## config.mk

```make
export PLATFORM = sky130hd
export DESIGN_NAME = regptr_i2c_slave
export DESIGN_NICKNAME = d
export VERILOG_FILES = /design/src/rtl/tsb_pkg.sv /design/src/rtl/tsb_edge_det.sv /design/src/rtl/tsb_ptr_reg.sv /design/src/rtl/tsb_wr_collect.sv /design/src/rtl/regptr_i2c_slave.sv
export SDC_FILE = /design/constraint.sdc
export NUM_CORES = 1
export LEC_CHECK = 0
export ABC_AREA = 1
export CAP_MARGIN = 40
export CORE_UTILIZATION = 30
export DETAILED_ROUTE_END_ITERATION = 10
export DONT_BUFFER_PORTS = 1
export SYNTH_ARGS = -nofsm -noshare
export SYNTH_HDL_FRONTEND = slang
export SYNTH_HIERARCHICAL = 1
export SYNTH_SLANG_ARGS = --single-unit
```

## constraint.sdc

```tcl
create_clock -name clk -period 1.7 [get_ports clk]
set_input_delay 0.34 -clock clk [delete_from_list [all_inputs] [get_ports clk]]
set_output_delay 0.34 -clock clk [all_outputs]
set_load 0.05 [all_outputs]
```

## src/rtl/tsb_pkg.sv

```systemverilog
package tsb_pkg;

  typedef enum logic [2:0] {
    S_IDLE,
    S_RX,
    S_RX_ACK,
    S_TX,
    S_TX_ACK
  } bus_st_e;

  typedef enum logic [1:0] {
    R_ADDR,
    R_PTR,
    R_DATA,
    R_SINK
  } byte_role_e;

  // Legal pointer codes: 0x00..0x03 and 0x11..0x13.
  function automatic logic ptr_ok(input logic [7:0] b);
    return (b[7:5] == 3'b000) && (b[3:2] == 2'b00) &&
           (!b[4] || (b[1:0] != 2'b00));
  endfunction

  // Pointer 0x00 selects the read-only measurement register.
  function automatic logic ptr_ro(input logic [7:0] b);
    return b == 8'h00;
  endfunction

endpackage

```

## src/rtl/tsb_edge_det.sv

```systemverilog
module tsb_edge_det (
  input  logic clk,
  input  logic rst_n,
  input  logic scl,
  input  logic sda,
  output logic scl_rise,
  output logic scl_fall,
  output logic start_c,
  output logic stop_c
);
  logic scl_q, sda_q;

  always_ff @(posedge clk or negedge rst_n) begin
    if (!rst_n) begin
      scl_q <= 1'b1;
      sda_q <= 1'b1;
    end else begin
      scl_q <= scl;
      sda_q <= sda;
    end
  end

  assign scl_rise = scl & ~scl_q;
  assign scl_fall = ~scl & scl_q;
  assign start_c  = scl & scl_q & sda_q & ~sda;
  assign stop_c   = scl & scl_q & ~sda_q & sda;
endmodule

```

## src/rtl/tsb_ptr_reg.sv

```systemverilog
module tsb_ptr_reg
  import tsb_pkg::*;
#(
  parameter int PTR_W = 5
) (
  input  logic             clk,
  input  logic             rst_n,
  input  logic             load,
  input  logic [7:0]       byte_in,
  output logic             accept,
  output logic [PTR_W-1:0] ptr
);
  assign accept = ptr_ok(byte_in);

  always_ff @(posedge clk or negedge rst_n) begin
    if (!rst_n)
      ptr <= '0;
    else if (load && accept)
      ptr <= byte_in[PTR_W-1:0];
  end
endmodule

```

## src/rtl/tsb_wr_collect.sv

```systemverilog
module tsb_wr_collect #(
  parameter int NB = 2
) (
  input  logic            clk,
  input  logic            rst_n,
  input  logic            push,
  input  logic [7:0]      byte_in,
  input  logic            flush,
  output logic            last,
  output logic [8*NB-1:0] wdata,
  output logic [NB-1:0]   wstrb
);
  localparam int DW = 8 * NB;
  localparam int CW = $clog2(NB + 1);

  logic [DW-1:0] acc, acc_n;
  logic [NB-1:0] got, got_n;
  logic [CW-1:0] cnt;

  assign last = (cnt == CW'(NB - 1));

  always_comb begin
    acc_n = acc;
    got_n = got;
    for (int k = 0; k < NB; k++) begin
      if (push && (cnt == CW'(k))) begin
        acc_n[8*(NB-1-k) +: 8] = byte_in;
        got_n[NB-1-k]          = 1'b1;
      end
    end
  end

  always_ff @(posedge clk or negedge rst_n) begin
    if (!rst_n) begin
      acc   <= '0;
      got   <= '0;
      cnt   <= '0;
      wdata <= '0;
      wstrb <= '0;
    end else begin
      wstrb <= '0;
      if (flush) begin
        if ((got != '0) && (cnt != CW'(NB))) begin
          wdata <= acc;
          wstrb <= got;
        end
        acc <= '0;
        got <= '0;
        cnt <= '0;
      end else if (push) begin
        acc <= acc_n;
        got <= got_n;
        cnt <= cnt + CW'(1);
        if (last) begin
          wdata <= acc_n;
          wstrb <= got_n;
        end
      end
    end
  end
endmodule

```

## src/rtl/regptr_i2c_slave.sv

```systemverilog
module regptr_i2c_slave
  import tsb_pkg::*;
#(
  parameter int               PIN_W  = 3,
  parameter logic [6-PIN_W:0] DEV_ID = 4'b1001,
  parameter int               PTR_W  = 5,
  parameter int               DATA_W = 16
) (
  input  logic              clk,
  input  logic              rst_n,
  input  logic              scl_i,
  input  logic              sda_i,
  input  logic [PIN_W-1:0]  addr_pins_i,
  output logic              sda_pull_o,
  output logic [PTR_W-1:0]  reg_sel_o,
  input  logic [DATA_W-1:0] reg_rdata_i,
  output logic [DATA_W-1:0] reg_wdata_o,
  output logic [DATA_W/8-1:0] reg_wstrb_o,
  output logic              rd_done_o
);
  localparam int NB   = DATA_W / 8;
  localparam int BI_W = (NB > 1) ? $clog2(NB) : 1;

  bus_st_e     state;
  byte_role_e  role;
  logic [3:0]  bitcnt;
  logic [7:0]  shreg;
  logic        go_tx;
  logic        mack;
  logic [BI_W-1:0]   byte_idx;
  logic [DATA_W-1:0] snap;

  logic scl_rise, scl_fall, start_c, stop_c;
  logic rx_done, ptr_load, ptr_accept, push, wc_last, addr_hit, tx_last;
  logic [BI_W-1:0] nxt_idx;
  logic [7:0]      nxt_byte, first_byte;

  function automatic logic [7:0] pick(input logic [DATA_W-1:0] w,
                                      input logic [BI_W-1:0]   k);
    logic [DATA_W-1:0] t;
    t = w >> (8 * (NB - 1 - int'(k)));
    return t[7:0];
  endfunction

  tsb_edge_det u_edge (
    .clk      (clk),
    .rst_n    (rst_n),
    .scl      (scl_i),
    .sda      (sda_i),
    .scl_rise (scl_rise),
    .scl_fall (scl_fall),
    .start_c  (start_c),
    .stop_c   (stop_c)
  );

  assign rx_done    = (state == S_RX) && scl_fall && (bitcnt == 4'd8);
  assign ptr_load   = rx_done && (role == R_PTR);
  assign push       = rx_done && (role == R_DATA);
  assign addr_hit   = (shreg[7:1] == {DEV_ID, addr_pins_i});
  assign tx_last    = (byte_idx == BI_W'(NB - 1));
  assign nxt_idx    = byte_idx + BI_W'(1);
  assign nxt_byte   = pick(snap, nxt_idx);
  assign first_byte = pick(reg_rdata_i, '0);

  tsb_ptr_reg #(.PTR_W(PTR_W)) u_ptr (
    .clk     (clk),
    .rst_n   (rst_n),
    .load    (ptr_load),
    .byte_in (shreg),
    .accept  (ptr_accept),
    .ptr     (reg_sel_o)
  );

  tsb_wr_collect #(.NB(NB)) u_wr (
    .clk     (clk),
    .rst_n   (rst_n),
    .push    (push),
    .byte_in (shreg),
    .flush   (start_c | stop_c),
    .last    (wc_last),
    .wdata   (reg_wdata_o),
    .wstrb   (reg_wstrb_o)
  );

  always_ff @(posedge clk or negedge rst_n) begin
    if (!rst_n) begin
      state      <= S_IDLE;
      role       <= R_ADDR;
      bitcnt     <= '0;
      shreg      <= '0;
      go_tx      <= 1'b0;
      mack       <= 1'b0;
      byte_idx   <= '0;
      snap       <= '0;
      sda_pull_o <= 1'b0;
      rd_done_o  <= 1'b0;
    end else begin
      rd_done_o <= 1'b0;
      if (start_c) begin
        state      <= S_RX;
        role       <= R_ADDR;
        bitcnt     <= '0;
        go_tx      <= 1'b0;
        sda_pull_o <= 1'b0;
      end else if (stop_c) begin
        state      <= S_IDLE;
        go_tx      <= 1'b0;
        sda_pull_o <= 1'b0;
      end else begin
        case (state)
          S_RX: begin
            if (scl_rise && (bitcnt != 4'd8)) begin
              shreg  <= {shreg[6:0], sda_i};
              bitcnt <= bitcnt + 4'd1;
            end else if (rx_done) begin
              bitcnt <= '0;
              case (role)
                R_ADDR: begin
                  if (addr_hit) begin
                    sda_pull_o <= 1'b1;
                    go_tx      <= shreg[0];
                    role       <= R_PTR;
                    state      <= S_RX_ACK;
                  end else begin
                    state <= S_IDLE;
                  end
                end
                R_PTR: begin
                  if (ptr_accept) begin
                    sda_pull_o <= 1'b1;
                    role       <= ptr_ro(shreg) ? R_SINK : R_DATA;
                    state      <= S_RX_ACK;
                  end else begin
                    state <= S_IDLE;
                  end
                end
                R_DATA: begin
                  sda_pull_o <= 1'b1;
                  if (wc_last) role <= R_SINK;
                  state <= S_RX_ACK;
                end
                default: begin
                  sda_pull_o <= 1'b0;
                  state      <= S_RX_ACK;
                end
              endcase
            end
          end
          S_RX_ACK: begin
            if (scl_fall) begin
              if (go_tx) begin
                go_tx      <= 1'b0;
                snap       <= reg_rdata_i;
                byte_idx   <= '0;
                shreg      <= first_byte;
                sda_pull_o <= ~first_byte[7];
                state      <= S_TX;
              end else begin
                sda_pull_o <= 1'b0;
                state      <= S_RX;
              end
            end
          end
          S_TX: begin
            if (scl_rise) begin
              bitcnt <= bitcnt + 4'd1;
            end else if (scl_fall) begin
              if (bitcnt == 4'd8) begin
                bitcnt     <= '0;
                sda_pull_o <= 1'b0;
                state      <= S_TX_ACK;
              end else begin
                shreg      <= {shreg[6:0], 1'b0};
                sda_pull_o <= ~shreg[6];
              end
            end
          end
          S_TX_ACK: begin
            if (scl_rise) begin
              mack <= ~sda_i;
            end else if (scl_fall) begin
              rd_done_o <= tx_last;
              if (mack) begin
                if (tx_last) begin
                  snap       <= reg_rdata_i;
                  byte_idx   <= '0;
                  shreg      <= first_byte;
                  sda_pull_o <= ~first_byte[7];
                end else begin
                  byte_idx   <= nxt_idx;
                  shreg      <= nxt_byte;
                  sda_pull_o <= ~nxt_byte[7];
                end
                state <= S_TX;
              end else begin
                sda_pull_o <= 1'b0;
                state      <= S_IDLE;
              end
            end
          end
          default: ;
        endcase
      end
    end
  end
endmodule

```

== Word-level counts from Yosys, hierarchy flattened ==
Index checks and enable logic that the tools add are counted.

* Add/subtract/negate cells: 4
* Eq/ne operators: 42
* Shifts and indexed selects: 1
* Muxes and demuxes: 107
* Bitwise logic cells: 17
* Reductions and logical operators: 40

{| class="wikitable"
|+ Operator list
! cell !! count
|-
| 16-bit 2-to-1 mux || 12
|-
| 8-bit 2-to-1 mux || 12
|-
| 4-bit != test, second input constant || 12
|-
| 2-bit 2-to-1 mux || 20
|-
| 1-bit 2-to-1 mux || 36
|-
| 16-bit case mux with 2 select lines || 1
|-
| 8-bit case mux with 4 select lines || 1
|-
| 16-bit by 32-bit right shift with 8-bit output || 1
|-
| 3-bit 2-to-1 mux || 10
|-
| 4-bit 2-to-1 mux || 7
|-
| 2-bit != test, second input constant || 13
|-
| 9-bit AND reduction || 2
|-
| 8-bit AND reduction || 2
|-
| 2-bit nonzero test || 7
|-
| 3-bit case mux with 4 select lines || 1
|-
| 12-bit AND reduction || 1
|-
| 4-bit nonzero test || 3
|-
| 1-bit logical AND || 11
|-
| 10-bit AND reduction || 1
|-
| 1-bit inverter || 9
|-
| 8-bit zero test || 1
|-
| 4-bit by 3-bit != test with 1-bit output, second input constant || 2
|-
| 4-bit case mux with 2 select lines || 1
|-
| 1-bit bitwise AND || 7
|-
| 32 further kinds || 38
|}

* Flip-flop bits (word level): 83
* Bits of input ports: 23
* Output and inout port bits: 25
* Word-level logic and storage cells: 229

== Longest topological paths before layout ==
Gate-level depths: netlist (run 1).

* Word-level depth: 11
* Gate-level depth with buffers: 14
* Mapped depth without buffers: 14

== Cells and area by module ==
The synthesis (run 1) kept the hierarchy.

{| class="wikitable"
|+ Modules (own cells, without submodules)
! module !! instances !! cells each !! area an instance (um^2) !! seq. area each (um^2)
|-
| regptr_i2c_slave || 1 || 318 || 2085.8 || 750.7
|-
| tsb_wr_collect || 1 || 242 || 1889.3 || 950.9
|-
| tsb_ptr_reg || 1 || 29 || 249.0 || 125.1
|-
| tsb_edge_det || 1 || 13 || 93.8 || 52.6
|}

== Least setup slack after synthesis (run 1) ==
Ideal clock, no wire load.

* Path type: flip-flop to flip-flop
* Start: reg bitcnt[0]
* End: reg u_wr.wdata[10]
* Setup time: 0.118 ns
* Arrival time: 1.643 ns
* Required time: 1.582 ns
* Setup slack: -0.061 ns
* Stages on the path, launching flop included: 12
* Buffers on the path: 2
* Period minus slack after synthesis: 1.761 ns
* Path through: dfrtp_1 > inv_1 > ha_1 > nand2_1 > nor2_2 > nand3_1 > nor2_1 > buf_2 > nand3_4 > buf_2 > nand3_1 > nand2_1

* Word-level cells in the longest chain between the ends: 8
* Elaborated cells between the ends (all ways): 10
* Classes of those cells: eq/ne: 1; mux: 4; reduce/logical: 5

{| class="wikitable"
|+ Ends and longest elaborated chain
! element !! line !! text
|-
| start, declared || regptr_i2c_slave.sv:26 || <nowiki>logic [3:0] bitcnt;</nowiki>
|-
| start signal, assigned || regptr_i2c_slave.sv:114 || <nowiki>bitcnt <= bitcnt + 4'd1;</nowiki>
|-
| start signal, assigned || regptr_i2c_slave.sv:166 || <nowiki>bitcnt <= bitcnt + 4'd1;</nowiki>
|-
| 4-bit equality test * || regptr_i2c_slave.sv:56 || <nowiki>assign rx_done = (state == S_RX) && scl_fall && (bitcnt == 4'd8);</nowiki>
|-
| 1-bit logical AND * || regptr_i2c_slave.sv:56 ||
|-
| 1-bit logical AND * || regptr_i2c_slave.sv:58 || <nowiki>assign push = rx_done && (role == R_DATA);</nowiki>
|-
| via push || regptr_i2c_slave.sv:34 || <nowiki>logic rx_done, ptr_load, ptr_accept, push, wc_last, addr_hit, tx_last;</nowiki>
|-
| 1-bit logical AND || tsb_wr_collect.sv:26 || <nowiki>if (push && (cnt == CW'(k))) begin</nowiki>
|-
| 8-bit 2-to-1 mux || tsb_wr_collect.sv:26 ||
|-
| 16-bit 2-to-1 mux || tsb_wr_collect.sv:54 || <nowiki>if (last) begin</nowiki>
|-
| 16-bit 2-to-1 mux || tsb_wr_collect.sv:50 || <nowiki>end else if (push) begin</nowiki>
|-
| 16-bit 2-to-1 mux || tsb_wr_collect.sv:42 || <nowiki>if (flush) begin</nowiki>
|-
| end signal, assigned || tsb_wr_collect.sv:55 || <nowiki>wdata <= acc_n;</nowiki>
|-
| end, declared || tsb_wr_collect.sv:10 || <nowiki>output logic [8*NB-1:0] wdata,</nowiki>
|}

Mark *: on every way through the listed nets, which the timed path passes. The rest lies on a longest branch. The select of a mux whose other input is x is not followed.
A chain may end at the register's enable or synchronous reset.

== Worst setup path after layout (run 1) ==
* Start: reg bitcnt[0]
* End: reg u_wr.wdata[14]

Same word-level chain as after synthesis.

==> summary.txt, run 1 <==
Run status
  – Result of the run: finished with violations
  – Failing checks: negative hold slack, negative setup slack

Logic synthesis
  – Synth async-reset ratio: 100.0%
  – Primary FF master, synth: dfrtp_1
  – Synth Warn #: 6
  – Cell area after synthesis: 4318 sq um
  – Sequential-to-total area share from yosys stat: 43.52%
  – Synth cell types: 31
  – Most frequent cell after synthesis: nand2_1
  – Number of flops mapped to enable cells by yosys: 0
  – Mean Syn Cell Area: 7.173 sq um
  – Top post-synthesis cells by area: dfrtp_1 42%, nand2_1 19%, nand3_1 11%
  – Yosys top cell area share: 42.31%
  – Flop and latch count out of synthesis: 75
  – Syn Nets: 634
  – Cell taking the most area after synthesis: dfrtp_1
  – Top cells by count, synth: 223 x nand2_1, 92 x nand3_1, 78 x inv_1, 73 x dfrtp_1, 38 x nor2_1
  – Gate Count Post-Synth: 602

Global routing
  – Total GRT Usage: 16.62%
  – Vias in the first global route: 3934
  – Initial antenna violation count: 0
  – Largest net degree at the start of global routing: 76
  – First-pass GRT wire length: 19290 um
  – Global route total overflow: 0

Drt
  – Drt pass-1 iters: 5
  – Via count: 4008
  – Post-Route WL: 11540 um
  – Vias per inst: 4.710
  – DR iter-0 viols: 197
  – Highest routed metal layer: met4
  – Met1 Routed Length: 5245 um
  – Routed WL per cell: 13.57 um
  – Metal3 WL: 661 um
  – # DRC: 0
  – Routed length on met2: 5369 um
  – Final ANT Viol Nets: 0

Finish
  – FILL cells: 1383
  – Synth-to-Final Area Change: 34.83%
  – Post-route insts no fill: 851
  – Share of layout cells above drive strength 1: 29.51%
  – Register area: 1881 sq um
  – Multi-input gate area: 2416 sq um
  – N_diodes: 0
  – Final core occ: 41.78%
  – Nets: 698

Worst setup path
  – CP max stage delay: 390 ps
  – Worst-path fanout max: 8
  – Worst-path cell chain: inv_2 -> ha_4 -> nand2_4 -> nor2_4 -> nand3_4 -> nor2_4 -> buf_8 -> buf_6 -> nand2_8 -> nand2_2 -> nand3_2 -> nand2_1 -> nand2_1 -> nand2_1
  – Largest delay share family, worst path: simple AND/OR/NAND/NOR gates
  – Cell mode on critical path: nand2_1
  – Critical path arrival: 2070 ps
  – Setup crit end kind: flip-flop
  – CP Data Required Time: 1980 ps
  – CP Launch Type: flip-flop
  – Kind of critical path: flip-flop to flip-flop
  – CP max stage cell: dfrtp_1
  – Worst path buffer plus inverter count: 3

STA
  – Worst-Margin Slew: 530.8 ps
  – Post-Route Skew: 8.036 ps
  – Final setup viols: 24
  – Unrepaired setup endpoints after global routing: yes
  – Final setup margin: -84.31 ps
  – Tcrit/Tclk final: 105.0%
  – Fmax: 560.4 MHz
  – Max Slew Vio Count: 0
  – Slew HR: 64.61%
  – Hold_ws: -314.0 ps
  – Tmin final: 1784 ps
  – Final number of hold-violating endpoints: 75

Pwr
  – Clock group share of total power: 28.0%
  – Reg power frac: 35.9%
  – NetSw: 3.205 mW
  – Sw Share: 40.04%
  – Power Density: 1375 nW/um^2
  – Total Power: 8.004 mW
  – Leak Pwr: 3.032 nW
  – P_int: 4.800 mW
  – Peak supply drop: 0.0008333 V
  – Comb pwr share: 36.2%

Placement
  – Dpl hpwl: 8146 um
  – Placed instance count: 825
  – IO buf count: 0
  – Dpl ws: -172.2 ps
  – Gpl congestion: 0.9110

Floorplanning
  – Core area: 13930 sq um
  – Die height: 122.0 um
  – Die area: 14880 sq um
  – Initial Utilization: 30.99%
  – Boundary Pins: 48
  – Die width: 122.0 um
  – Row count: 43

Run
  – Max Cap Violations: 0

Clock tree
  – CTS max path bufs: 2
  – TritonCTS clock tree: yes
  – CTS sink count: 75
  – Clock latency on the worst-skew pair: 340 ps
  – H-tree levels: 3
  – Cts hold-fix bufs: 2
  – CTS buffer count: 9
  – Clock root cell: clkbuf_16
  – Clock-pin slew on the worst setup and hold paths: 60 ps

Worst hold path
  – Hold Crit Class: input port to asynchronous set/reset pin
[power groups by stage]
stage | sequential [mW] | clock [mW] | combinational [mW]
finish | 2.87 | 2.24 | 2.90
global route | 2.93 | 2.36 | 3.28
CTS | 2.87 | 2.28 | 2.80
detailed placement | 2.89 | 0 | 2.62
global placement | 2.89 | 0 | 2.61
floorplan | 2.89 | 0 | 1.68
[registers in the layout (all words and copies together), names as in the netlist]
| signal | flops |
|---|---|
| role | 2 |
| shreg | 8 |
| go_tx | 1 |
| u_wr/wstrb | 2 |
| rd_done_o | 1 |
| u_wr/acc | 16 |
| u_ptr/ptr | 5 |
| state | 3 |
| sda_pull_o | 1 |
| mack | 1 |
| byte_idx | 1 |
| bitcnt | 4 |
| u_wr/wdata | 16 |
| u_wr/cnt | 2 |
| u_wr/got | 2 |
| u_edge/sda_q | 1 |
| snap | 8 |
| u_edge/scl_q | 1 |
[logic make-up (layout without fill, tap and decap cells)]
family	count (synthesis)	in the layout	synth area share, %
compound gates	29	29	4.173
fa+ha+maj	9	9	2.608
xor+xnor	2	2	0.4058
flops	75	75	43.52
simple gates	389	389	39.84
buf+inv	98	167	9.447
[worst register-to-register path, cell delays in order (launching register included)]
cell,delay [ps]
dfrtp_1,390
inv_2,90
ha_4,150
nand2_4,60
nor2_4,120
nand3_4,100
nor2_4,130
buf_8,150
buf_6,120
nand2_8,90
nand2_2,90
nand3_2,90
nand2_1,80
nand2_1,40
nand2_1,50
[path summary, 6_finish.rpt]
path | from | endpoint | slack [ps] | depth (start not counted)
max | bitcnt[0] | u_wr/wdata[14] | -80 | 14
min | rst_n | u_wr/cnt[0] | -310 | 0
max reg2reg | bitcnt[0] | u_wr/wdata[14] | -80 | 14
min reg2reg | snap[7] | snap[7] | 470 | 2
max in group asynchronous | rst_n | u_edge/sda_q | 1840 | 0
min in group clk | sda_i | mack | 110 | 1
[layout by cell type (no fill, tap or decap), drive strengths merged]
master and instances:
bufinv 3, buf 64, clkinv 2, dfrtp 73, dlygate4sd3 2, xnor2 1
nand3 96, and2 2, clkdlybuf4s15 1, or2 1, clkbuf 9, o211ai 1
xor2 1, nor4 1, nor2 47, ha 9, inv 86, o21ai 20
o22ai 1, a21boi 1, nand2 232, dfstp 2, a21oi 6, nand4 10
[final cells by class]
type	instances	share of cell area (%)
Clock inverter	7	2.085
Multi-Input combinational cell	429	41.50
Tap cell	180	3.868
Inverter	84	5.459
Timing Repair Buffer	67	10.92
Sequential cell	75	32.30
Clock buffer	9	3.868
[metrics by stage]
step	hold slack [ps]	area [sq um]	TNS [ps]
after CTS	-319.5	5572	-622.4
final	-314.0	5822	-1269
after global placement	47.21	4951	-2352
after detailed placement	46.91	4951	-3860
after global routing	-327.1	5822	-6726
after floorplan	44.41	4344	0
[repair_timing]
action | in CTS | in global routing
endpoints found under the setup margin | 50 | 69
pin swaps | 6 | 21
hold endpoints to repair | 77 | 75
resized for setup | 42 | 76
buffers inserted | 6 | 0
cloned | 2 | 0
[routing by layer]
layer  vias up  GRT usage, %
li1       2025             -
met1      1885         21.72
met2        78         26.41
met3        20         3.933
met4         0         6.481
met5         -             0
No activity file was read; power rests on OpenSTA's default activity.
==> inputs of run 2 (changes only) <==
--- a/config.mk
+++ b/config.mk
@@ -10,6 +10,7 @@
 export CORE_UTILIZATION = 30
 export DETAILED_ROUTE_END_ITERATION = 10
 export DONT_BUFFER_PORTS = 1
+export SETUP_SLACK_MARGIN = 0.1
 export SYNTH_ARGS = -nofsm -noshare
 export SYNTH_HDL_FRONTEND = slang
 export SYNTH_HIERARCHICAL = 1
==> run 2 against run 1 <==
The flow still finishes with violations (negative hold slack, negative setup slack). Die area unchanged. Combinational power up 19%. Cell count up 1.6%. Critical path type unchanged. Flip-flop and latch count unchanged.
==> summary.txt, run 2 (synthesis gave the netlist of run 1 again) <==
Floorplanning
  – Die width: 122.0 um (unchanged)
  – Die area: 14880 sq um (unchanged)
  – Row count: 43 (unchanged)
  – Die height: 122.0 um (unchanged)
  – Core area: 13930 sq um (unchanged)
  – Initial Utilization: 30.99% (unchanged)
  – Boundary Pins: 48 (unchanged)

Global routing
  – Global route total overflow: 0 (unchanged)
  – Met1 usage in global routing: 22.04% (+0.33 points)
  – Initial antenna violation count: 0 (unchanged)
  – M2 GR Usage: 25.60% (-0.81 points)
  – Vias in the first global route: 3796 (-3.5%)
  – Most Crowded Layer GR: met2
  – Total GRT Usage: 16.54% (-0.087 points)
  – First-pass GRT wire length: 19250 um (-0.21%)
  – Largest net degree at the start of global routing: 76 (unchanged)
  – Routing usage on met3: 4.775% (+0.84 points)

STA
  – Tmin final: 1768 ps (-16.70 ps)
  – Max Slew Vio Count: 0 (unchanged)
  – Post-Route Skew: 8.847 ps (+0.8110 ps)
  – Final setup viols: 21 (-13%)
  – Unrepaired setup endpoints after global routing: yes
  – Fmax: 565.7 MHz (+0.94%)
  – Worst-Margin Slew: 525.3 ps (-5.527 ps)
  – Final setup TNS: -635.7 ps (+633.8 ps)
  – Slew HR: 64.98% (+0.37 points)
  – Hold_ws: -311.6 ps (+2.368 ps)
  – Final setup margin: -67.61 ps (+16.70 ps)
  – Final number of hold-violating endpoints: 75 (unchanged)
  – Tcrit/Tclk final: 104.0% (-0.98 points)

Clock tree
  – CTS sink count: 75 (unchanged)
  – Clock root cell: clkbuf_16
  – Clock latency on the worst-skew pair: 350 ps (about the same)
  – CTS max path bufs: 2 (unchanged)
  – Cts hold-fix bufs: 2 (unchanged)
  – Clock-pin slew on the worst setup and hold paths: 60 ps (about the same)
  – CTS buffer count: 9 (unchanged)
  – TritonCTS clock tree: yes
  – H-tree levels: 3 (unchanged)

Drt
  – Via count: 4001 (-0.17%)
  – Drt pass-1 iters: 4 (-1)
  – Post-Route WL: 11590 um (+0.39%)
  – DR iter-0 viols: 268 (+36%)
  – Routed WL per cell: 13.40 um (-1.2%)
  – Final ANT Viol Nets: 0 (unchanged)
  – # DRC: 0 (unchanged)
  – Vias per inst: 4.625 (-1.8%)

Pwr
  – Power Density: 1347 nW/um^2 (-2.0%)
  – Total Power: 8.137 mW (+1.7%)
  – Peak supply drop: 0.0008724 V (+4.7%)
  – Leak Pwr: 3.097 nW (+2.1%)

Finish
  – Register area: 1879 sq um (about the same)
  – Multi-input gate area: 2636 sq um (+9.1%)
  – N_diodes: 0 (unchanged)
  – Most common cell after layout, fill and taps aside: nand2_1
  – Nets: 712 (+2.0%)
  – Top Registers: u_wr/acc x16, u_wr/wdata x16
  – Share of layout cells above drive strength 1: 36.64% (+7.1 points)
  – FILL cells: 1329 (-3.9%)
  – Synth-to-Final Area Change: 39.93%
  – Most frequent cells in the layout: 173 x nand2_1, 73 x dfrtp_1, 67 x inv_1

Worst setup path
  – CP Launch Type: flip-flop
  – Worst-path fanout max: 8 (unchanged)
  – Setup crit end kind: flip-flop
  – CP Data Required Time: 1980 ps (about the same)
  – Worst r2r src: bitcnt[0]
  – Crit path launch: bitcnt[0]
  – Critical path arrival: 2050 ps (-20 ps)
  – Kind of critical path: flip-flop to flip-flop

Placement
  – Dpl hpwl: 7929 um (-2.7%)
  – IO buf count: 0 (unchanged)
  – Gpl congestion: 0.8912 (-2.2%)

Run
  – Max Cap Violations: 0 (unchanged)

Run status
  – Failing checks: negative hold slack, negative setup slack
  – Result of the run: finished with violations

Worst hold path
  – Hold Crit Class: input port to asynchronous set/reset pin
[run 2: changes by cell type in the layout (fill, tap and decap cells not counted), sizes merged]
cell,before,now
bufinv,3,0
clkdlybuf4s15,1,0
nand2,232,233
clkbuf,9,11
clkinvlp,0,2
inv,86,85
buf,64,78
[run 2: critical path, stage by stage, from the launching register on]
cell	delay, ps
dfrtp_1	380
inv_2	90
ha_4	140
nand2_4	50
nor2_4	140
nand3_4	100
nor2_4	90
buf_6	140
buf_4	140
nand2_8	70
nand2_1	70
nand3_1	90
nand2_1	80
nand2_1	60
nand2_1	50
[run 2: power breakdown]
group          internal, mW  switching [mW]  leakage, nW  total [mW]
registers              2.16           0.701         1.00        2.86
clock network          1.03           0.784        0.132        1.82
logic                  1.45            2.01         1.96        3.46
total                  4.64            3.50         3.10        8.14
[run 2: repair_timing]
| action | CTS | global route |
|---|---|---|
| pin swaps | 24 | 52 |
| gates cloned | 0 | 1 |
| buffers inserted | 10 | 11 |
| endpoints found under the setup margin | 68 | 73 |
| endpoints found under the hold margin | 77 | 75 |
| gates resized for setup | 67 | 116 |
[run 2: routing by layer]
layer / part of all wire, % / wire [um]
met2: 46 / 5341
met1: 46 / 5286
met4: 2.4 / 274
met3: 5.9 / 687
met5: 0 / 0
[run 2: final cells by class]
class,instances,area share [%]
tap,180,3.727
clock inverter,5,0.6212
inverter,84,5.301
multi-input combinational,430,43.63
timing repair buffer,80,11.60
clock buffer,11,4.017
sequential,75,31.10
[run 2: through the flow]
step	util, %	area (sq um)	setup slack (ps)	std cells
3_5_place_dp	35.37	4928	-186.2	828
3_3_place_gp	35.37	4928	-152.2	828
6_report	43.36	6042	-67.61	865
4_1_cts	39.89	5559	-28.72	855
5_1_grt	43.36	6042	-184.7	865
2_1_floorplan	-	4349	12.50	602
[run 2: path summary, 6_finish.rpt]
kind | endpoint | slack, ps | cells after the start
worst min register to register | snap[5] | 480 | 2
worst max-delay path | u_wr/wdata[14] | -70 | 14
max in group asynchronous | u_edge/scl_q | 1830 | 0
worst min-delay path | rd_done_o | -310 | 0
worst max register to register | u_wr/wdata[14] | -70 | 14
min in group clk | mack | 90 | 1
==> inputs of run 3 (changes only) <==
==> constraint.sdc (replaced) <==
create_clock -name clk -period 1.7 [get_ports clk]
set_input_delay 0.51 -clock clk [delete_from_list [all_inputs] [get_ports clk]]
set_output_delay 0.51 -clock clk [all_outputs]
set_load 0.05 [all_outputs]
==> run 3 against run 2 <==
Clock skew down 1.5 ps. Die area unchanged. First-iteration DRC count up 4.9%. Global-route usage up 0.24 points. Sequential share of layout area down 0.13 points. Register-to-register slack worse by 50 ps. Core utilization up 0.22 points. Largest power group unchanged. The flow still finishes with violations (negative hold slack, negative setup slack). Flip-flop and latch count unchanged. Sequential power about the same. Non-clock buffer count up 4. Largest cell class unchanged.
==> summary.txt, run 3 (synthesis gave the netlist of run 1 again) <==
Placement
  – Placed instance count: 831 (+0.36%)
  – IO buf count: 0 (unchanged)
  – Gpl congestion: 0.9317 (+4.5%)
  – Dpl hpwl: 8178 um (+3.1%)

Pwr
  – Clock group share of total power: 22.6% (+0.3 points)
  – Total Power: 8.408 mW (+3.3%)
  – Power Density: 1385 nW/um^2 (+2.8%)
  – Comb pwr share: 43.0% (+0.4 points)
  – Peak supply drop: 0.0009646 V (+11%)
  – Sw Share: 42.74% (-0.23 points)
  – Leak Pwr: 3.131 nW (+1.1%)
  – P_int: 4.815 mW (+3.7%)
  – NetSw: 3.593 mW (+2.8%)
  – Reg power frac: 34.4% (-0.7 points)

Run status
  – Result of the run: finished with violations
  – Failing checks: negative hold slack, negative setup slack

Finish
  – Top Registers: u_wr/acc x16, u_wr/wdata x16
  – Most frequent cells in the layout: 171 x nand2_1, 72 x dfrtp_1, 67 x inv_1
  – FILL cells: 1327 (-0.15%)
  – N_diodes: 0 (unchanged)
  – Synth-to-Final Area Change: 40.63%
  – Share of layout cells above drive strength 1: 37.65% (+1.0 points)
  – Post-route insts no fill: 868 (+0.35%)
  – Nets: 716 (+0.56%)
  – Final core occ: 43.58% (+0.22 points)
  – Most common cell after layout, fill and taps aside: nand2_1

Drt
  – # DRC: 0 (unchanged)
  – DR iter-0 viols: 281 (+4.9%)
  – Post-Route WL: 11990 um (+3.5%)
  – Vias per inst: 4.674 (+1.0%)
  – Drt pass-1 iters: 4 (unchanged)
  – Routed WL per cell: 13.81 um (+3.1%)
  – Via count: 4057 (+1.4%)
  – Final ANT Viol Nets: 0 (unchanged)

STA
  – Fmax: 550.6 MHz (-2.7%)
  – Hold_ws: -125.9 ps (+185.7 ps)
  – Unrepaired setup endpoints after global routing: yes
  – Max Slew Vio Count: 0 (unchanged)
  – Tcrit/Tclk final: 106.8% (+2.9 points)
  – Final setup margin: -116.1 ps (-48.51 ps)
  – Final setup viols: 33 (+57%)
  – Post-Route Skew: 7.302 ps (-1.545 ps)
  – Slew HR: 63.78% (-1.2 points)
  – Final number of hold-violating endpoints: 73 (-2.7%)
  – Worst-Margin Slew: 543.4 ps (+18.07 ps)
  – Tmin final: 1816 ps (+48.51 ps)

Global routing
  – Total GRT Usage: 16.78% (+0.24 points)
  – Largest net degree at the start of global routing: 76 (unchanged)
  – First-pass GRT wire length: 19370 um (+0.61%)
  – Vias in the first global route: 3966 (+4.5%)
  – Global route total overflow: 0 (unchanged)
  – Initial antenna violation count: 0 (unchanged)

Floorplanning
  – Die height: 122.0 um (unchanged)
  – Die area: 14880 sq um (unchanged)
  – Die width: 122.0 um (unchanged)
  – Core area: 13930 sq um (unchanged)
  – Initial Utilization: 30.99% (unchanged)
  – Row count: 43 (unchanged)
  – Boundary Pins: 48 (unchanged)

Clock tree
  – Clock latency on the worst-skew pair: 330 ps (-20 ps)
  – Clock root cell: clkbuf_16
  – CTS max path bufs: 2 (unchanged)
  – H-tree levels: 3 (unchanged)
  – CTS buffer count: 9 (unchanged)
  – TritonCTS clock tree: yes
  – CTS sink count: 75 (unchanged)
  – Clock-pin slew on the worst setup and hold paths: 60 ps (about the same)

Worst setup path
  – Critical path depth in cells: 10 (-4)
  – CP max stage delay: 550 ps (+170 ps)
  – Worst path buffer plus inverter count: 3 (unchanged)
  – Reg2Reg Depth: 10 (-4)
  – Cell mode on critical path: nor2_4
  – CP max stage cell: dfstp_2
  – CP Data Required Time: 1920 ps (-60 ps)
  – Worst r2r src: u_edge/scl_q
  – Critical path arrival: 2030 ps (-20 ps)
  – Worst-path cell chain: nand2_2 -> nor2_4 -> nor2_4 -> inv_2 -> inv_2 -> nor2_4 -> o21ai_4 -> buf_4 -> nand3_2 -> nand2_1
  – Worst-path fanout max: 7 (-1)
  – CP Launch Type: flip-flop
  – Largest delay share family, worst path: simple AND/OR/NAND/NOR gates
  – Crit path launch: u_edge/scl_q
  – Kind of critical path: flip-flop to flip-flop
  – Setup crit end kind: flip-flop

Worst hold path
  – Hold Crit Class: input port to asynchronous set/reset pin

Run
  – Max Cap Violations: 0 (unchanged)
==> run 3: cell types whose count changed in the layout (fill, tap and decap cells not counted), sizes merged <==
| cell | before | now |
|---|---|---|
| inv | 85 | 84 |
| clkbuf | 11 | 9 |
| dlygate4sd3 | 2 | 0 |
| bufinv | 0 | 1 |
| clkinv | 2 | 3 |
| buf | 78 | 84 |
==> run 3: power groups by stage <==
stage               clock network [mW]  registers, mW  logic [mW]
finish                            1.90           2.89        3.62
global route                      2.01           2.96        3.99
CTS                               1.94           2.87        3.24
detailed placement                   0           2.88        2.74
global placement                     0           2.87        2.71
floorplan                            0           2.89        1.69
==> run 3: final cells by class <==
class	count	area, sq um	share of cell area (%)
timing repair buffer	84	742.0	12.22
sequential	75	1881	30.97
inverter	84	319.1	5.254
multi-input combinational	430	2615	43.07
tap	180	225.2	3.709
clock buffer	9	225.2	3.709
clock inverter	6	65.06	1.072
==> run 3: final timing paths <==
path | end | slack (ps)
min in group clk | u_edge/scl_q | 170
min | rd_done_o | -130
max | u_wr/wdata[2] | -120
max reg2reg | u_wr/wdata[2] | -120
min reg2reg | snap[4] | 480
max in group asynchronous | u_edge/sda_q | 1650
==> run 3: routing by layer <==
metal  track usage (%)  vias up  routed length, um
met1             21.90     1898               5479
met2             26.59       83               5605
met4             6.790        0                281
li1                  -     2057                  -
met3             3.933       19                625
met5                 0        -                  0
==> run 3: timing repair <==
action,in CTS,in global routing
gates resized for setup,107,71
gates cloned,2,0
buffers inserted,15,7
endpoints found under the setup margin,66,71
endpoints found under the hold margin,73,73
pin swaps,51,43
==> run 3: stage by stage <==
stage	setup WS, ps	hold slack (ps)	area, sq um	setup TNS, ps
final	-116.1	-125.9	6072	-1632
after global routing	-201.1	-140.5	6072	-5712
after CTS	-59.22	-135.2	5792	-821.0
after detailed placement	-169.5	216.9	4984	-3255
after global placement	-141.7	217.5	4984	-1828
after floorplan	12.50	214.4	4359	0
